File: src/rtl/fgu_pkg.sv
package fgu_pkg;
   localparam int OPW = 3;

   typedef enum logic [OPW-1:0] {
      FOP_MASK  = 3'd0,
      FOP_ANY   = 3'd1,
      FOP_ALL   = 3'd2,
      FOP_FIRST = 3'd3,
      FOP_COUNT = 3'd4,
      FOP_QUANT = 3'd5
   } fop_e;

   function automatic int res_width(input int nport);
      int cw;
      cw = $clog2(nport + 1);
      return (nport > cw) ? nport : cw;
   endfunction
endpackage

File: src/rtl/fgu_gather.sv
module fgu_gather
   import fgu_pkg::*;
#(
   parameter int NPORT = 4
) (
   input  logic [NPORT-1:0]     req_i,
   input  logic [NPORT*OPW-1:0] op_i,
   input  logic                 busy_i,
   output logic                 fire_o,
   output logic [OPW-1:0]       op0_o,
   output logic                 mismatch_o
);
   logic [NPORT-1:0] differs;

   assign op0_o     = op_i[OPW-1:0];
   assign differs[0] = 1'b0;

   for (genvar k = 1; k < NPORT; k++) begin : g_cmp
      assign differs[k] = (op_i[k*OPW +: OPW] != op_i[OPW-1:0]);
   end

   // the pulse cycle closes the handshake, so requests there do not count
   assign fire_o     = (&req_i) & ~busy_i;
   assign mismatch_o = |differs;
endmodule

File: src/rtl/fgu_encode.sv
module fgu_encode
   import fgu_pkg::*;
#(
   parameter int NPORT = 4,
   parameter int RESW  = res_width(NPORT)
) (
   input  logic [NPORT-1:0] flag_i,
   input  logic [OPW-1:0]   op_i,
   output logic [RESW-1:0]  res_o
);
   localparam int CNTW = $clog2(NPORT + 1);

   logic [CNTW-1:0] pop;
   logic [CNTW-1:0] lowest;
   logic [RESW-1:0] quant;

   always_comb begin
      pop = '0;
      for (int k = 0; k < NPORT; k++) begin
         pop = pop + CNTW'(flag_i[k]);
      end
   end

   always_comb begin
      lowest = CNTW'(NPORT);
      for (int k = NPORT - 1; k >= 0; k--) begin
         if (flag_i[k]) lowest = CNTW'(k);
      end
   end

   always_comb begin
      if (pop == '0)                  quant = RESW'(0);
      else if (pop == CNTW'(1))       quant = RESW'(1);
      else if (pop == CNTW'(NPORT))   quant = RESW'(NPORT);
      else                            quant = RESW'(2);
   end

   always_comb begin
      unique case (op_i)
         FOP_MASK:  res_o = RESW'(flag_i);
         FOP_ANY:   res_o = RESW'(|flag_i);
         FOP_ALL:   res_o = RESW'(&flag_i);
         FOP_FIRST: res_o = RESW'(lowest);
         FOP_COUNT: res_o = RESW'(pop);
         FOP_QUANT: res_o = quant;
         default:   res_o = '0;
      endcase
   end

   always_comb begin
      p_count_bound_r6: assert (pop <= CNTW'(NPORT));
      p_first_hits_set_r5: assert (lowest == CNTW'(NPORT) || flag_i[lowest[$clog2(NPORT)-1:0]]);
   end
endmodule

File: src/rtl/flag_gather_unit.sv
module flag_gather_unit
   import fgu_pkg::*;
#(
   parameter int NPORT = 4,
   localparam int RESW = res_width(NPORT)
) (
   input  logic                 clk,
   input  logic                 rst_n,
   input  logic [NPORT-1:0]     req_i,
   input  logic [NPORT-1:0]     flag_i,
   input  logic [NPORT*OPW-1:0] op_i,
   output logic                 done_o,
   output logic [RESW-1:0]      result_o,
   output logic                 err_o
);
   if (NPORT < 2 || NPORT > 16) begin : g_bad_nport
      $error("flag_gather_unit: NPORT must lie in 2..16");
   end

   logic            fire;
   logic [OPW-1:0]  op0;
   logic            mismatch;
   logic [RESW-1:0] enc;

   fgu_gather #(.NPORT(NPORT)) u_gather (
      .req_i      (req_i),
      .op_i       (op_i),
      .busy_i     (done_o),
      .fire_o     (fire),
      .op0_o      (op0),
      .mismatch_o (mismatch)
   );

   fgu_encode #(.NPORT(NPORT), .RESW(RESW)) u_encode (
      .flag_i (flag_i),
      .op_i   (op0),
      .res_o  (enc)
   );

   always_ff @(posedge clk) begin
      if (!rst_n) begin
         done_o   <= 1'b0;
         err_o    <= 1'b0;
         result_o <= '0;
      end else begin
         done_o <= fire;
         err_o  <= fire & mismatch;
         if (fire) result_o <= enc;
      end
   end

   p_done_needs_all_r1: assert property (@(posedge clk) disable iff (!rst_n)
      done_o |-> ($past(&req_i) && !$past(done_o)));
   p_done_single_r2: assert property (@(posedge clk) disable iff (!rst_n)
      done_o |=> !done_o);
   p_result_moves_with_done_r2: assert property (@(posedge clk) disable iff (!rst_n)
      (result_o != $past(result_o)) |-> done_o);
   p_err_with_done_r8: assert property (@(posedge clk) disable iff (!rst_n)
      err_o |-> done_o);
endmodule

File: config.mk
export PLATFORM = sky130hd
export DESIGN_NAME = flag_gather_unit
export DESIGN_NICKNAME = d
export VERILOG_FILES = /design/src/rtl/fgu_pkg.sv /design/src/rtl/fgu_gather.sv /design/src/rtl/fgu_encode.sv /design/src/rtl/flag_gather_unit.sv
export SDC_FILE = /design/constraint.sdc
export NUM_CORES = 1
export LEC_CHECK = 0
export ABC_AREA = 1
export BUFFER_PORTS_ARGS = -buffer_cell sky130_fd_sc_hd__buf_4
export CORE_AREA = 3 3 40 42
export CTS_CLUSTER_DIAMETER = 60
export CTS_CLUSTER_SIZE = 14
export DETAILED_ROUTE_END_ITERATION = 8
export DIE_AREA = 0 0 43 45
export PLACE_DENSITY_LB_ADDON = 0.15
export SETUP_SLACK_MARGIN = 0.2
export SLEW_MARGIN = 20
export SYNTH_ARGS = -nofsm -noshare
export SYNTH_HDL_FRONTEND = slang
export SYNTH_SLANG_ARGS = --single-unit
export TNS_END_PERCENT = 20
File: constraint.sdc
create_clock -name clk -period 2.23 [get_ports clk]
set_clock_uncertainty 0.05 [all_clocks]
set_input_delay 0.3345 -clock clk [delete_from_list [all_inputs] [get_ports clk]]
set_output_delay 0.3345 -clock clk [all_outputs]
set_load 0.01 [all_outputs]
## Word-level counts from Yosys, hierarchy flattened

Cells that the tools add are included.

- Word-level logic and storage cells: 33
- Flip-flop bits (word level): 6
- Output and inout port bits: 6

- Reduce and logical (&&, ||, !) cells: 6
- $add $sub $neg: 3
- Equal/unequal tests: 10
- Bitwise logic cells: 3
- Muxes and demuxes: 8

Operators by type and width:

| cell | count |
|---|---|
| $pmux 4 s6 | 1 |
| $mux 3 | 5 |
| $eq 3x3->1 const B | 3 |
| $ne 3x3->1 | 3 |
| $mux 4 | 2 |
| $reduce_and 4->1 | 2 |
| $add 3x1->3 | 2 |
| $eq 3x1->1 const B | 2 |
| $eq 3x2->1 const B | 2 |
| $logic_not 3->1 | 2 |
| $reduce_or 4->1 | 1 |
| $reduce_or 3->1 | 1 |
| $add 1x1->2 | 1 |
| $and 1x1->1 | 2 |
| $not 1->1 | 1 |

## Longest topological paths before layout

- Depth after elaboration: 8
- Mapped depth: 12
- Mapped depth without buffers: 12

## By module

A second synthesis with hierarchy kept.

- Cell total of the unflattened synthesis: 118
- Area total of the unflattened synthesis: 659.4 µm²

Modules (own cells, without submodules):

| module | cells each | instances | area an instance (µm²) |
|---|---|---|---|
| fgu_encode | 64 | 1 | 320.3 |
| flag_gather_unit | 31 | 1 | 231.5 |
| fgu_gather | 23 | 1 | 107.6 |

## Least setup slack after synthesis

OpenSTA, ideal clock, no wires.

- Path type: input-to-reg
- From: input port flag_i[0]
- To: register result_o[1]
- Stages on the path: 12
- Data arrival time: 1.698 ns
- Library setup time: 0.117 ns
- Required time: 2.063 ns
- Slack: 0.365 ns
- Path through: inv_1 > ha_1 > inv_1 > fa_1 > inv_1 > ha_1 > nor2_1 > nor2_1 > nand2_1 > nand3_1 > nor2_1 > nor2_1

- Word-level cells in the longest chain between the ends: 8
- Elaborated cells on any way between the ends: 11

Ends and longest elaborated chain:

| element | line | text |
|---|---|---|
| from (decl) | flag_gather_unit.sv:10 | `input logic [NPORT-1:0] flag_i,` |
| $add 1x1->2 | fgu_encode.sv:20 | `pop = pop + CNTW'(flag_i[k]);` |
| $add 3x1->3 (2 in a row) | fgu_encode.sv:20 |  |
| $eq 3x3->1 | fgu_encode.sv:34 | `else if (pop == CNTW'(NPORT)) quant = RESW'(NPORT);` |
| $mux 3 | fgu_encode.sv:34 |  |
| $mux 4 | fgu_encode.sv:33 | `else if (pop == CNTW'(1)) quant = RESW'(1);` |
| $mux 4 | fgu_encode.sv:32 | `if (pop == '0) quant = RESW'(0);` |
| $pmux 4 s6 (*) | fgu_encode.sv:39 | `unique case (op_i)` |
| to (signal assigned) | flag_gather_unit.sv:48 | `if (fire) result_o <= enc;` |
| to (decl) | flag_gather_unit.sv:13 | `output logic [RESW-1:0] result_o,` |

Every way passes the cells marked *; elsewhere a longest branch is shown, timed or not.
A chain may end at the register's enable or synchronous reset.

## Final worst setup path

Ends and elaborated chain as after synthesis.

==> impl_metrics.env <==
export IMPL_status="complete, no violations"
export IMPL_wl_per_cell_um=9.94
export IMPL_netlist_instances=97
export IMPL_path_class="input pin to flip-flop"
export IMPL_num_antenna_cells=0
export IMPL_die_w_um=43
export IMPL_period_needed_ns=1.83
export IMPL_htree_levels=1
export IMPL_cts_setup_buffers=0
export IMPL_dpl_instance_area_sq_um=769
export IMPL_multiInputGateArea_sq_um=379
export IMPL_io_buffers=27
export IMPL_coreArea_sq_um=1280
export IMPL_rows=13
export IMPL_gp_congestion=0.866
export IMPL_synth_area_top_cells="dfxtp_1, nand2_1, nor2_1, o21ai_0, inv_1"
export IMPL_hold_viol_final=0
export IMPL_cts_hold_buffers=0
export IMPL_cts_buffers=3
export IMPL_viasPerCell=4.73
export IMPL_insertion_delay_ns=0.24
export IMPL_dr_pass1_iters=4
export IMPL_seqCellArea_sq_um=120
export IMPL_power_density_nw_per_um2=395
export IMPL_ant_nets=0
export IMPL_die_y_um=45
export IMPL_critPathMaxFanout=4
export IMPL_pin_count=28
export IMPL_cts_tree="done"
export IMPL_vias=672
export IMPL_yosys_area_top_type="dfxtp_1"
export IMPL_grt_max_degree=9
export IMPL_grt_antenna_before_repair=0
export IMPL_cts_root_buf="clkbuf_4"
export IMPL_syn_to_final_growth_pct=44.5
export IMPL_drv_slew=0
export IMPL_fmaxAchievable_mhz=547
export IMPL_fin_nets=155
export IMPL_gr_total_overflow=0
export IMPL_ctsResizeCount=0
export IMPL_rsz0062_at_grt="false"
export IMPL_cts_sinks=6
export IMPL_layout_drive_gt1_share_pct=26.0
export IMPL_peakVddDrop_mv=0.331
export IMPL_crit_arrival_ns=1.91
export IMPL_slew_headroom_pct=88.4
export IMPL_ys_types=13
export IMPL_setup_viol_count_final=0
export IMPL_post_route_drc_count=0
export IMPL_grt_pass1_wl_um=2550
export IMPL_ys_warn_count=0
export IMPL_fill_cells=143
export IMPL_drt_initial_drc_count=15
export IMPL_min_path_type="input pin to flip-flop"
export IMPL_worstSetupEndpointType="flip-flop"
export IMPL_finalSetupTns_ns=0
export IMPL_synth_fp_nets=123
export IMPL_grt_pass1_vias=656
export IMPL_syn_area_sq_um=548
export IMPL_syn_area_per_cell_sq_um=5.65
export IMPL_fp_dieArea_sq_um=1940
export IMPL_path_clk_slew_ns=0.04
export IMPL_wl_um=1410
export IMPL_synthDominantCellAreaShare_pct=21.9
export IMPL_startpoint_type="input pin"
export IMPL_p_leak_uw=0.000421
export IMPL_required_ns=2.31
export IMPL_start_util_pct=42.6
export IMPL_period_share_pct=82.0
export IMPL_cts_path_max_buffers=2
export IMPL_postLayoutCellArea_sq_um=792
export IMPL_dpl_hpwl_um=1210
export IMPL_ys_seq_elements=6
export IMPL_ys_seq_area_share_pct=21.9
export IMPL_max_slew_worst_pin_slew_ns=0.172
export IMPL_maxCapViolCount=0
export IMPL_gr_usage_all_layers_pct=17.1
-- synthesized netlist by cell type (all sizes together) --
master	count
inv	13
nand3	9
o21ai	12
nand2	30
dfxtp	6
nand3b	1
nor3	1
fa	1
nor2	21
ha	3
-- critical path, stage by stage --
cell and delay [ns]:
buf_4 0.10, inv_1 0.05, ha_1 0.27, inv_1 0.04, fa_1 0.35, inv_1 0.06, ha_1 0.25, nor2_1 0.15
nor2_1 0.05, nand2_1 0.06, nand3_1 0.06, nor2_1 0.09, nor2_1 0.04
-- where the power goes --
group	internal (uW)	total, uW	leakage (uW)	switching (uW)
combinational	50.0	102	0.000358	52.3
sequential	110	111	0.0000486	1.03
clock	60.8	99.3	0.0000138	38.4
-- layer usage --
layer | up-vias | track usage (%) | wire, um
met5 | - | 0 | 0
met4 | 0 | 1.81 | 0
met3 | 0 | 6.37 | 128
met2 | 28 | 29.9 | 686
met1 | 280 | 20.9 | 597
li1 | 364 | - | -
-- registers in the layout, summed over array words and instances, names as in the netlist --
name,cells
err_o,1
result_o,4
done_o,1
-- through the flow --
step	power (uW)	setup slack (ns)	utilization [%]	std cells	hold WS, ns
after floorplan	165	0.365	-	97	0.419
after global placement	213	0.172	59.9	139	0.400
after detailed placement	216	0.134	59.9	139	0.405
after CTS	319	0.389	61.6	142	0.297
after global routing	341	0.255	61.6	142	0.324
final	313	0.401	61.6	142	0.306
-- final timing paths --
path	to	startpoint	cells after the start	slack [ns]
hold / removal	done_o	rst_n	3	0.31
hold reg to reg	result_o[3]	result_o[3]	2	0.41
setup reg to reg	result_o[0]	done_o	6	1.19
setup / recovery	result_o[1]	flag_i[0]	13	0.40
-- cells by family (layout without fill, tap and decap cells) --
group | count (synthesis) | after routing | share of synthesized area (%)
DFF | 6 | 6 | 21.9
AOI/OAI and AO/OA | 12 | 12 | 11.0
buffers and inverters | 13 | 43 | 8.90
and+or+nand+nor | 62 | 62 | 47.7
adders and majority gates | 4 | 4 | 10.5
-- cell type report --
class	count	area share, %
clock buffers	3	2.84
inverters	13	6.16
multi-input cells	78	47.9
flip-flops and latches	6	15.2
well taps	15	2.37
repair buffers	27	25.6
-- layout by cell type (no fill, tap or decap), drive strengths merged --
cell type  synthesis  layout
nand2             30      30
buf                0      27
nor2              21      21
inv               13      13
o21ai             12      12
nand3              9       9
dfxtp              6       6
ha                 3       3
clkbuf             0       3
nor3               1       1
nand3b             1       1
fa                 1       1
(Power assumes the default switching activity.)
